File: src/rtl/adc_fmt_pkg.sv
`timescale 1ns/1ps
package adc_fmt_pkg;

    localparam int RAW_W  = 13;
    localparam int HALF_W = RAW_W - 1;

    typedef enum logic [1:0] {
        MODE_FULL = 2'd0,
        MODE_TRIM = 2'd1,
        MODE_HALF = 2'd2,
        MODE_ALT  = 2'd3
    } mode_e;

    typedef struct packed {
        mode_e mode;
        logic  twos;
    } cfg_t;

    typedef struct packed {
        logic [RAW_W-1:0] val;
        logic             ovf;
    } res_t;

    // Offset binary and two's complement differ only in the top bit.
    function automatic logic [RAW_W-1:0] to_signed_code(input logic [RAW_W-1:0] raw,
                                                         input logic twos);
        return twos ? raw : {~raw[RAW_W-1], raw[RAW_W-2:0]};
    endfunction

    // Bring the top two raw bits into offset-binary meaning.
    function automatic logic [1:0] top_as_offset(input logic [1:0] top,
                                                 input logic twos);
        return {top[1] ^ twos, top[0]};
    endfunction

endpackage

File: src/rtl/adc_fmt_cfg.sv
`timescale 1ns/1ps
module adc_fmt_cfg
    import adc_fmt_pkg::*;
(
    input  logic       clk,
    input  logic       rst,
    input  logic       in_valid,
    input  logic [1:0] mode_sel,
    input  logic       fmt_twos,
    output cfg_t       cfg
);

    always_ff @(posedge clk) begin
        if (rst) begin
            cfg.mode <= MODE_FULL;
            cfg.twos <= 1'b0;
        end else if (!in_valid) begin
            cfg.mode <= mode_e'(mode_sel);
            cfg.twos <= fmt_twos;
        end
    end

endmodule

File: src/rtl/adc_fmt_clamp.sv
`timescale 1ns/1ps
module adc_fmt_clamp
    import adc_fmt_pkg::*;
#(
    parameter int W = HALF_W
) (
    input  logic [1:0]   top_bits,
    input  logic [W-1:0] low_bits,
    input  logic         twos,
    output logic [W-1:0] val,
    output logic         ovf
);

    localparam logic [W-1:0] POS_LIM = {1'b0, {(W-1){1'b1}}};
    localparam logic [W-1:0] NEG_LIM = {1'b1, {(W-1){1'b0}}};

    logic [1:0] top_ob;
    logic       over;
    logic       under;

    assign top_ob = top_as_offset(top_bits, twos);
    assign over   = &top_ob;
    assign under  = ~|top_ob;

    always_comb begin
        if (over)       val = POS_LIM;
        else if (under) val = NEG_LIM;
        else            val = low_bits;
        ovf = over | under;
    end

endmodule

File: src/rtl/adc_fmt_decode.sv
`timescale 1ns/1ps
module adc_fmt_decode
    import adc_fmt_pkg::*;
(
    input  logic [RAW_W-1:0] raw,
    input  logic             oor,
    input  cfg_t             cfg,
    output res_t             res
);

    logic [RAW_W-1:0]  sc;
    logic [RAW_W-1:0]  trimmed;
    logic [HALF_W-1:0] half_val;
    logic              half_ovf;

    assign sc      = to_signed_code(raw, cfg.twos);
    assign trimmed = {sc[RAW_W-1], sc[RAW_W-1:1]};

    adc_fmt_clamp #(.W(HALF_W)) u_clamp (
        .top_bits (raw[RAW_W-1 -: 2]),
        .low_bits (raw[HALF_W-1:0]),
        .twos     (cfg.twos),
        .val      (half_val),
        .ovf      (half_ovf)
    );

    always_comb begin
        unique case (cfg.mode)
            MODE_TRIM: begin
                res.val = trimmed;
                res.ovf = oor;
            end
            MODE_HALF: begin
                res.val = {half_val[HALF_W-1], half_val};
                res.ovf = half_ovf;
            end
            default: begin
                res.val = sc;
                res.ovf = oor;
            end
        endcase
    end

endmodule

File: src/rtl/adc_fmt_conv.sv
`timescale 1ns/1ps
module adc_fmt_conv
    import adc_fmt_pkg::*;
#(
    parameter int OUT_W = 16
) (
    input  logic             clk,
    input  logic             rst,
    input  logic             in_valid,
    input  logic [12:0]      raw_code,
    input  logic             raw_oor,
    input  logic [1:0]       mode_sel,
    input  logic             fmt_twos,
    output logic             out_valid,
    output logic [OUT_W-1:0] out_sample,
    output logic             out_ovf
);

    localparam int EXT_W = OUT_W - RAW_W;

    cfg_t             cfg_q;
    res_t             res;
    logic [OUT_W-1:0] ext;

    adc_fmt_cfg u_cfg (
        .clk      (clk),
        .rst      (rst),
        .in_valid (in_valid),
        .mode_sel (mode_sel),
        .fmt_twos (fmt_twos),
        .cfg      (cfg_q)
    );

    adc_fmt_decode u_dec (
        .raw (raw_code),
        .oor (raw_oor),
        .cfg (cfg_q),
        .res (res)
    );

    generate
        if (EXT_W > 0) begin : g_ext
            assign ext = {{EXT_W{res.val[RAW_W-1]}}, res.val};
        end else begin : g_noext
            assign ext = res.val[OUT_W-1:0];
        end
    endgenerate

    always_ff @(posedge clk) begin
        if (rst) begin
            out_valid  <= 1'b0;
            out_sample <= '0;
            out_ovf    <= 1'b0;
        end else begin
            out_valid <= in_valid;
            if (in_valid) begin
                out_sample <= ext;
                out_ovf    <= res.ovf;
            end
        end
    end

endmodule

File: config.mk
export PLATFORM = sky130hd
export DESIGN_NAME = adc_fmt_conv
export DESIGN_NICKNAME = d
export VERILOG_FILES = /design/src/rtl/adc_fmt_pkg.sv /design/src/rtl/adc_fmt_cfg.sv /design/src/rtl/adc_fmt_clamp.sv /design/src/rtl/adc_fmt_decode.sv /design/src/rtl/adc_fmt_conv.sv
export SDC_FILE = /design/constraint.sdc
export NUM_CORES = 1
export LEC_CHECK = 0
export BUFFER_PORTS_ARGS = -buffer_cell sky130_fd_sc_hd__buf_4
export CAP_MARGIN = 15
export CORE_MARGIN = 10
export CORE_UTILIZATION = 40
export DETAILED_ROUTE_END_ITERATION = 8
export HOLD_SLACK_MARGIN = 0.15
export PLACE_DENSITY_LB_ADDON = 0.12
export SLEW_MARGIN = 30
export SYNTH_ARGS = -nofsm -noshare
export SYNTH_HDL_FRONTEND = slang
export SYNTH_SLANG_ARGS = --single-unit
export TNS_END_PERCENT = 30
File: constraint.sdc
create_clock -name clk -period 2.9 [get_ports clk]
set_input_delay 0.58 -clock clk [delete_from_list [all_inputs] [get_ports clk]]
set_output_delay 0.58 -clock clk [all_outputs]
set_load 0.005 [all_outputs]
; ---- Word level (Yosys, flattened, before mapping)
; Index checks and enable logic that the tools add are counted.
[word_totals]
mem_bits_rw = 0
wordCells = 17
memories = 0
ff_bits = 18
latchBits = 0
rom_bits = 0
output_inout_bits = 18
[op_classes]
n_mul = 0
reduce_logical = 3
eq_ne = 2
n_mux = 4
add_sub_neg = 0
magnitude_cmp = 0
bitwise = 3
div_mod_pow = 0
shift = 0
[ops]
columns = op, count
row1 = $pmux W14 S2, 1
row2 = $mux W12, 2
row3 = $mux W13, 1
row4 = $eq A2 B1 Y1 const B, 1
row5 = $eq A2 B2 Y1 const B, 1
row6 = $reduce_and A2 Y1, 1
row7 = $reduce_or A2 Y1, 1
row8 = $logic_not A1 Y1, 1
row9 = $not A1 Y1, 1
row10 = $or A1 B1 Y1, 1
row11 = $xor A1 B1 Y1, 1

; ---- Logic depth before layout (Yosys ltp)
; Gate-level depths: netlist (run 1).
[logic_depth]
depth_word = 5
depth_mapped = 7
ltp_nobuf = 7

; ---- Modules after synthesis
; Synthesis (run 1) repeated with hierarchy kept, for this count alone.
[hier_totals]
hier_cells = 133
hier_area_um2 = 1136.1
[modules_own_cells]
columns = module, instances, cells_each, area_each_um2
row1 = adc_fmt_conv, 1, 50, 558.0
row2 = adc_fmt_decode, 1, 52, 317.8
row3 = adc_fmt_clamp, 1, 22, 158.9
row4 = adc_fmt_cfg, 1, 9, 101.3

; ---- Worst setup path before layout (run 1)
; No wires, ideal clock.
[synth_timing]
path_kind = input to register
start = in raw_code[12]
end = reg out_sample[10]
setup_time_ns = 0.117
path_buffers = 1
arrival_time_ns = 1.602
cell_stages = 7
path_slack_ns = 1.181
cell_sequence = xnor2_2 -> inv_1 -> ha_1 -> clkbuf_1 -> o21ai_0 -> a21oi_1 -> a22o_1
[synth_via]
elab_chain_len = 5
elab_cells_between_ends = 6
cone_classes = mux (3) / bitwise (1) / reduce/logical (2)
[synth_rtl]
columns = element, line
row1 = "start, declared", adc_fmt_conv.sv:10  ; input logic [12:0] raw_code,
row2 = $xor A1 B1 Y1 (*), adc_fmt_pkg.sv:33  ; return {top[1] ^ twos, top[0]};
row3 = $reduce_or A2 Y1, adc_fmt_clamp.sv:23  ; assign under = ~|top_ob;
row4 = $mux W12, adc_fmt_clamp.sv:27  ; else if (under) val = NEG_LIM;
row5 = $mux W12 (*), adc_fmt_clamp.sv:26  ; if (over) val = POS_LIM;
row6 = $pmux W14 S2 (*), adc_fmt_decode.sv:28  ; unique case (cfg.mode)
row7 = "end signal, assigned", adc_fmt_conv.sv:57  ; out_sample <= ext;
row8 = "end, declared", adc_fmt_conv.sv:15  ; output logic [OUT_W-1:0] out_sample,
; Mark *: on every way between the ends. The rest lies on a longest branch, timed or not.
; A chain may end at the register's enable or synchronous reset.

; ---- Final worst setup path (run 1)
[layout_timing]
start = in raw_code[12]
end = reg out_sample[11]
[layout_via]
elab_chain_len = 5
elab_cells_between_ends = 8
cone_classes = mux (4) / bitwise (2) / reduce/logical (2)
[layout_rtl]
columns = element, line
row1 = $xor A1 B1 Y1, adc_fmt_pkg.sv:33
row2 = $reduce_or A2 Y1, adc_fmt_clamp.sv:23
row3 = $mux W12, adc_fmt_clamp.sv:27
row4 = $mux W12, adc_fmt_clamp.sv:26
row5 = $pmux W14 S2 (*), adc_fmt_decode.sv:28
; Marked as above.

==> run_results.csv, run 1 <==
group,metric,value,unit
status,status,"complete, no violations",
detailed_routing,drt_wl_total,2640,um
global_route,grt_overflow,0,
synth,synth_ff_type,"dfxtp_1",
sta,tightest_slew,0.866,ns
floorplanning,fp-row-count,18,
detailed_routing,vias_per_cell,5.18,
synth,yosys_warnings,0,
sta,setup_viol,0,
detailed_routing,first_iter_violations,64,
global_route,antenna_found_initial,0,
power,power-per-cell-area,452,mW/mm^2
worst_setup_path,critPathKind,"in -> reg",
job,maxCapViolations,0,
sta,hold_ws,0.493,ns
floorplanning,start_util,42.4,%
worst_setup_path,timing.rr.start,"u_cfg.cfg[1]$_SDFFE_PP0N_",
hold_path,hold_depth,2,
place,placed_cells,181,
clock_tree,htree_levels,1,
clock_tree,cts_buffer_depth,2,
place,pre_cts_slack,0.878,ns
synth,synth_area_per_cell,8.34,sq um
sta,hold_viol,0,
synth,postSynthCellCount,127,
place,io_buffers,37,
detailed_routing,routedWlPerCell,14.3,um
clock_tree,cts_resized,0,
sta,slew_headroom,42.1,%
clock_tree,clk_pin_slew_worst_paths,0.10,ns
hold_path,hold_class,"in -> reg",
global_route,grt_use_total,10.4,%
synth,synth_nets,152,
worst_setup_path,crit_arrival,1.92,ns
worst_setup_path,cp-end-kind,"register",
synth,synth_async_sr_flop_share,0,%
global_route,grt_max_degree,29,
worst_setup_path,crit_required,3.09,ns
global_route,grt_pass1_wl,4530,um
worst_setup_path,ff2ff_setup_slack,1.19,ns
floorplanning,ios,38,
hold_path,hold_end,"u_cfg.cfg[0]$_SDFFE_PP0N_",
power,power_leakage,0.000604,uW
sta,fin_setup_tns,0,ns
global_route,grt_pass1_vias,994,
cells_and_area,drive_above_1_share,27.7,%
sta,period_needed,1.72,ns
power,total_power,606,uW
synth,ys_seq_area_share,34.0,%
floorplanning,die_area,0.00511,sq mm
detailed_routing,drt.antenna.violating_nets,0,
clock_tree,ctsHoldBuffers,0,
floorplanning,core_area,0.00250,sq mm
cells_and_area,fillerInstances,256,
sta,fmax,580,MHz
cells_and_area,synthToLayoutAreaGrowth,26.4,%
place,place_congestion,0.775,
worst_setup_path,worstRegToRegCells,5,
worst_setup_path,timing.rr.end,"out_sample[0]$_SDFFE_PP0P_",
sta,slew_violations,0,
floorplanning,die_y,71.5,um
floorplanning,die_w,71.5,um
cells_and_area,fin_cells,185,
sta,rsz0062_at_grt,"no",
detailed_routing,drc,0,
worst_setup_path,crit_fanout,12,
synth,syn_area,0.00106,sq mm
hold_path,min_from,"rst",
clock_tree,clk_latency,0.29,ns
clock_tree,cts_buffers,3,
sta,period_share,59.4,%
synth,yosys_register_bits,18,
clock_tree,postCtsSetupBuffers,0,
cells_and_area,antenna_cells,0,
detailed_routing,vias,959,
clock_tree,root_buffer,"clkbuf_4",
power,ir_drop,260,uV
clock_tree,clock_sinks,18,
clock_tree,cts_tree,"done",
place,hpwl,1990,um
sta,fin_ws,1.18,ns
cells_and_area,nets,181,
worst_setup_path,cp-start-kind,"primary input",
sta,finClkSkew,0.00170,ns
synth,yosys.cell_types.count,19,
synth,synth_edf_count,0,
detailed_routing,drtPass1Iterations,4,
-- routing by layer --
layer	part of all wire [%]	vias to the layer above	track usage [%]	routed length, um
li1	-	497	-	-
met1	46	441	12.7	1210
met2	48	19	16.6	1270
met3	5.7	2	3.44	150
met4	0.49	0	3.44	13
met5	0	-	0	0
-- power breakdown --
group	leakage (uW)	switching, uW	internal, uW	total (uW)
Combinational	0.000434	81.4	91.4	173
Sequential	0.000149	11.9	267	279
Clock	0.0000210	77.4	76.4	154
-- flip-flops by register name, summed over array words and instances (netlist names) --
name and cells:
out_ovf 1, out_sample 13, out_valid 1, u_cfg.cfg 3
-- layout by cell type, fill, tap and decap left out --
master	count
a311oi_1	2
nor2b_1	22
inv_1	4
xnor2_2	1
ha_1	5
o21ai_0	11
clkbuf_4	3
mux2i_1	3
a22o_1	12
dfxtp_1	18
o21ai_1	2
buf_4	37
clkbuf_8	1
nand3b_1	2
a221oi_2	1
nor2_1	7
a21oi_1	23
and2b_1	1
-- cells by family (layout without fill, tap and decap cells) --
group / count (synthesis) / in the layout / share of synthesized area, %
AOI/OAI and AO/OA: 51 / 51 / 30.0
xor gates and xnor gates: 1 / 1 / 1.54
adders and majority gates: 5 / 5 / 5.90
buffers and inverters: 17 / 45 / 8.15
DFF: 18 / 18 / 34.0
muxes: 3 / 3 / 2.83
and+or+nand+nor: 32 / 32 / 17.6
-- worst max-delay path by stage --
stage | depth (start not counted) | start | to | slack (ns)
floorplan | 7 | raw_code[12] | out_sample[10]$_SDFFE_PP0P_ | 1.18
global placement | 8 | raw_code[12] | out_sample[11]$_SDFFE_PP0P_ | 0.93
detailed placement | 7 | raw_code[12] | out_sample[1]$_SDFFE_PP0P_ | 0.88
CTS | 7 | raw_code[12] | out_sample[12]$_SDFFE_PP0P_ | 1.19
global route | 4 | u_cfg.cfg[1]$_SDFFE_PP0N_ | out_sample[12]$_SDFFE_PP0P_ | 1.02
finish | 8 | raw_code[12] | out_sample[11]$_SDFFE_PP0P_ | 1.18
-- critical path: stages --
cell and delay (ns):
buf_4 0.12, xnor2_2 0.16, inv_1 0.09, ha_1 0.37
nor2_1 0.12, a221oi_2 0.22, a21oi_1 0.06, a22o_1 0.20
-- stage by stage --
| stage | area [sq um] | utilization (%) |
|---|---|---|
| 2_1_floorplan | 1060 | - |
| 3_3_place_gp | 1300 | 52.2 |
| 3_5_place_dp | 1300 | 52.2 |
| 4_1_cts | 1340 | 53.6 |
| 5_1_grt | 1340 | 53.6 |
| 6_report | 1340 | 53.6 |
-- synthesized netlist by cell type, types with 2 or more instances --
| library cell | instances | share of area, % |
|---|---|---|
| ha_1 | 5 | 5.9 |
| nor2b_1 | 22 | 13 |
| inv_1 | 4 | 1.4 |
| a21oi_1 | 23 | 11 |
| a22o_1 | 12 | 9.9 |
| dfxtp_1 | 18 | 34 |
| o21ai_1 | 2 | 0.94 |
| buf_4 | 3 | 2.1 |
| o21ai_0 | 11 | 5.2 |
| mux2i_1 | 3 | 2.8 |
| nand3b_1 | 2 | 1.4 |
| a311oi_1 | 2 | 1.7 |
| nor2_1 | 7 | 2.5 |
| buf_2 | 8 | 3.8 |
-- area by class of cell --
cell class                      instances  area [sq um]  area share (%)
Multi-Input combinational cell         92           613            45.8
Sequential cell                        18           360            26.9
Timing Repair Buffer                   37           278            20.7
Tap cell                               30          37.5            2.80
Clock buffer                            4          36.3            2.71
Inverter                                4          15.0            1.12
Power figures use the tool's default switching activity.
==> run 2, diff against run 1 <==
==> constraint.sdc (replaced) <==
create_clock -name clk -period 1.4 [get_ports clk]
set_input_delay 0.28 -clock clk [delete_from_list [all_inputs] [get_ports clk]]
set_output_delay 0.28 -clock clk [all_outputs]
set_load 0.005 [all_outputs]
==> run_results.csv, run 2 (synthesis gave the netlist of run 1 again) <==
group,metric,value,unit
status,status,"complete, but fails checks",
status,violations,"negative setup slack",
sta,fin_setup_tns,-0.0492,ns
sta,fin_ws,-0.0267,ns
global_route,grt_pass1_wl,4440,um
cells_and_area,seqCellArea,363,sq um
place,placed_cells,191,
worst_setup_path,cpPeakStageDelay,0.37,ns
floorplanning,die_y,71.5,um
sta,rsz0062_at_grt,"yes",
detailed_routing,routedWlPerCell,13.8,um
floorplanning,die_area,0.00511,sq mm
place,hpwl,2040,um
power,p_seq_share,43.8,%
global_route,grt_pass1_vias,1013,
worst_setup_path,critPathSlowestCell,"dfxtp_2",
cells_and_area,final_cell_mix,"buf_4 (45), a21oi_1 (22), nor2b_1 (22)",
clock_tree,cts_buffers,3,
worst_setup_path,critPathKind,"reg -> reg",
sta,slew_headroom,43.2,%
place,io_buffers,37,
power,power-per-cell-area,890,mW/mm^2
worst_setup_path,cp.buffers_inverters,1,
power,ir_drop,586,uV
place,place_congestion,0.739,
worst_setup_path,crit_required,1.61,ns
detailed_routing,drtPass1Iterations,4,
cells_and_area,drive_above_1_share,37.0,%
floorplanning,core_area,0.00250,sq mm
detailed_routing,drt.antenna.violating_nets,0,
detailed_routing,vias_per_cell,5.13,
cells_and_area,nets,191,
cells_and_area,largest_reg_flops,13,
power,power.switching_fraction,28.4,%
power,power_frac_comb,31.8,%
cells_and_area,max_flop_register,"out_sample",
detailed_routing,drc,0,
clock_tree,htree_levels,1,
global_route,antenna_found_initial,0,
sta,tightest_slew,0.849,ns
worst_setup_path,crit_fanout,12,
global_route,grt_max_degree,16,
sta,finClkSkew,0.00396,ns
sta,period_share,102,%
clock_tree,cts_buffer_depth,2,
worst_setup_path,cp_cell_sequence,"xnor2_4 -> inv_2 -> ha_4 -> nor2_4 -> nand3b_1 -> a311oi_2",
hold_path,hold_class,"in -> reg",
clock_tree,clk_pin_slew_worst_paths,0.11,ns
power,p_int,948,uW
cells_and_area,antenna_cells,0,
cells_and_area,final_core_util,59.5,%
detailed_routing,vias,1001,
power,power_leakage,0.000662,uW
floorplanning,ios,38,
cells_and_area,fin_cells,195,
power,switching_power,376,uW
sta,hold_viol,0,
clock_tree,cts_tree,"done",
floorplanning,fp-row-count,18,
cells_and_area,multiInputGateArea,667,sq um
cells_and_area,synthToLayoutAreaGrowth,40.4,%
job,maxCapViolations,0,
sta,period_needed,1.43,ns
worst_setup_path,cp-end-kind,"register",
detailed_routing,first_iter_violations,27,
floorplanning,die_w,71.5,um
clock_tree,postCtsSetupBuffers,0,
sta,setup_viol,3,
floorplanning,start_util,42.4,%
worst_setup_path,path_delay_family,"flip-flops",
global_route,grt_overflow,0,
clock_tree,clock_sinks,18,
worst_setup_path,cp-start-kind,"register",
cells_and_area,largest_registers,"out_sample (13), u_cfg.cfg (3)",
clock_tree,clk_latency,0.29,ns
cells_and_area,fillerInstances,240,
power,total_power,1320,uW
clock_tree,root_buffer,"clkbuf_4",
sta,fmax,701,MHz
sta,slew_violations,0,
detailed_routing,drt_wl_total,2680,um
global_route,grt_use_total,10.2,%
cells_and_area,final_common_cell,"buf_4",
worst_setup_path,crit_arrival,1.64,ns
power,clock_power_share,24.4,%
clock_tree,ctsHoldBuffers,0,
run 2: timing repair:
action                                  in CTS  in global routing
endpoints found under the setup margin      14                 14
pin swaps                                    3                  4
resized for setup                            9                  8
run 2: per-layer routing:
| layer | routed length [um] | vias to the layer above | track usage, % |
|---|---|---|---|
| met5 | 0 | - | 0 |
| met4 | 13 | 0 | 1.94 |
| met3 | 238 | 2 | 5.37 |
| met2 | 1280 | 25 | 16.9 |
| met1 | 1150 | 456 | 11.4 |
| li1 | - | 518 | - |
run 2: power groups by stage:
stage / clock network [uW] / registers, uW / logic [uW]
floorplan: 0 / 591 / 232
global placement: 0 / 588 / 389
detailed placement: 0 / 590 / 395
CTS: 338 / 580 / 404
global route: 359 / 586 / 471
finish: 323 / 580 / 421
run 2: metrics by stage:
| step | worst slack, ns | hold WS (ns) | instance area, sq um |
|---|---|---|---|
| after floorplan | -0.0105 | 0.345 | 1080 |
| after global routing | -0.109 | 0.178 | 1490 |
| after CTS | -0.0632 | 0.165 | 1450 |
| after detailed placement | -0.180 | 0.466 | 1400 |
| final | -0.0267 | 0.191 | 1490 |
| after global placement | -0.130 | 0.463 | 1400 |
run 2: final timing paths:
check,start,to,slack [ns],cells past startpoint
max,u_cfg.cfg[0]$_SDFFE_PP0N_,out_sample[12]$_SDFFE_PP0P_,-0.03,6
min,rst,out_sample[12]$_SDFFE_PP0P_,0.19,2
max reg2reg,u_cfg.cfg[0]$_SDFFE_PP0N_,out_sample[12]$_SDFFE_PP0P_,-0.03,6
min reg2reg,out_sample[8]$_SDFFE_PP0P_,out_sample[8]$_SDFFE_PP0P_,0.49,1
run 2: worst reg2reg max path, stage by stage, from the launching register on:
cell      delay [ns]
dfxtp_2         0.37
xnor2_4         0.20
inv_2           0.08
ha_4            0.21
nor2_4          0.13
nand3b_1        0.10
a311oi_2        0.26
run 2: area by class of cell:
cell class	instances	share of cell area, %
clock buffer	4	2.44
tap	30	2.52
multi-input combinational	92	44.8
timing repair buffer	47	24.8
inverter	4	1.01
sequential	18	24.4
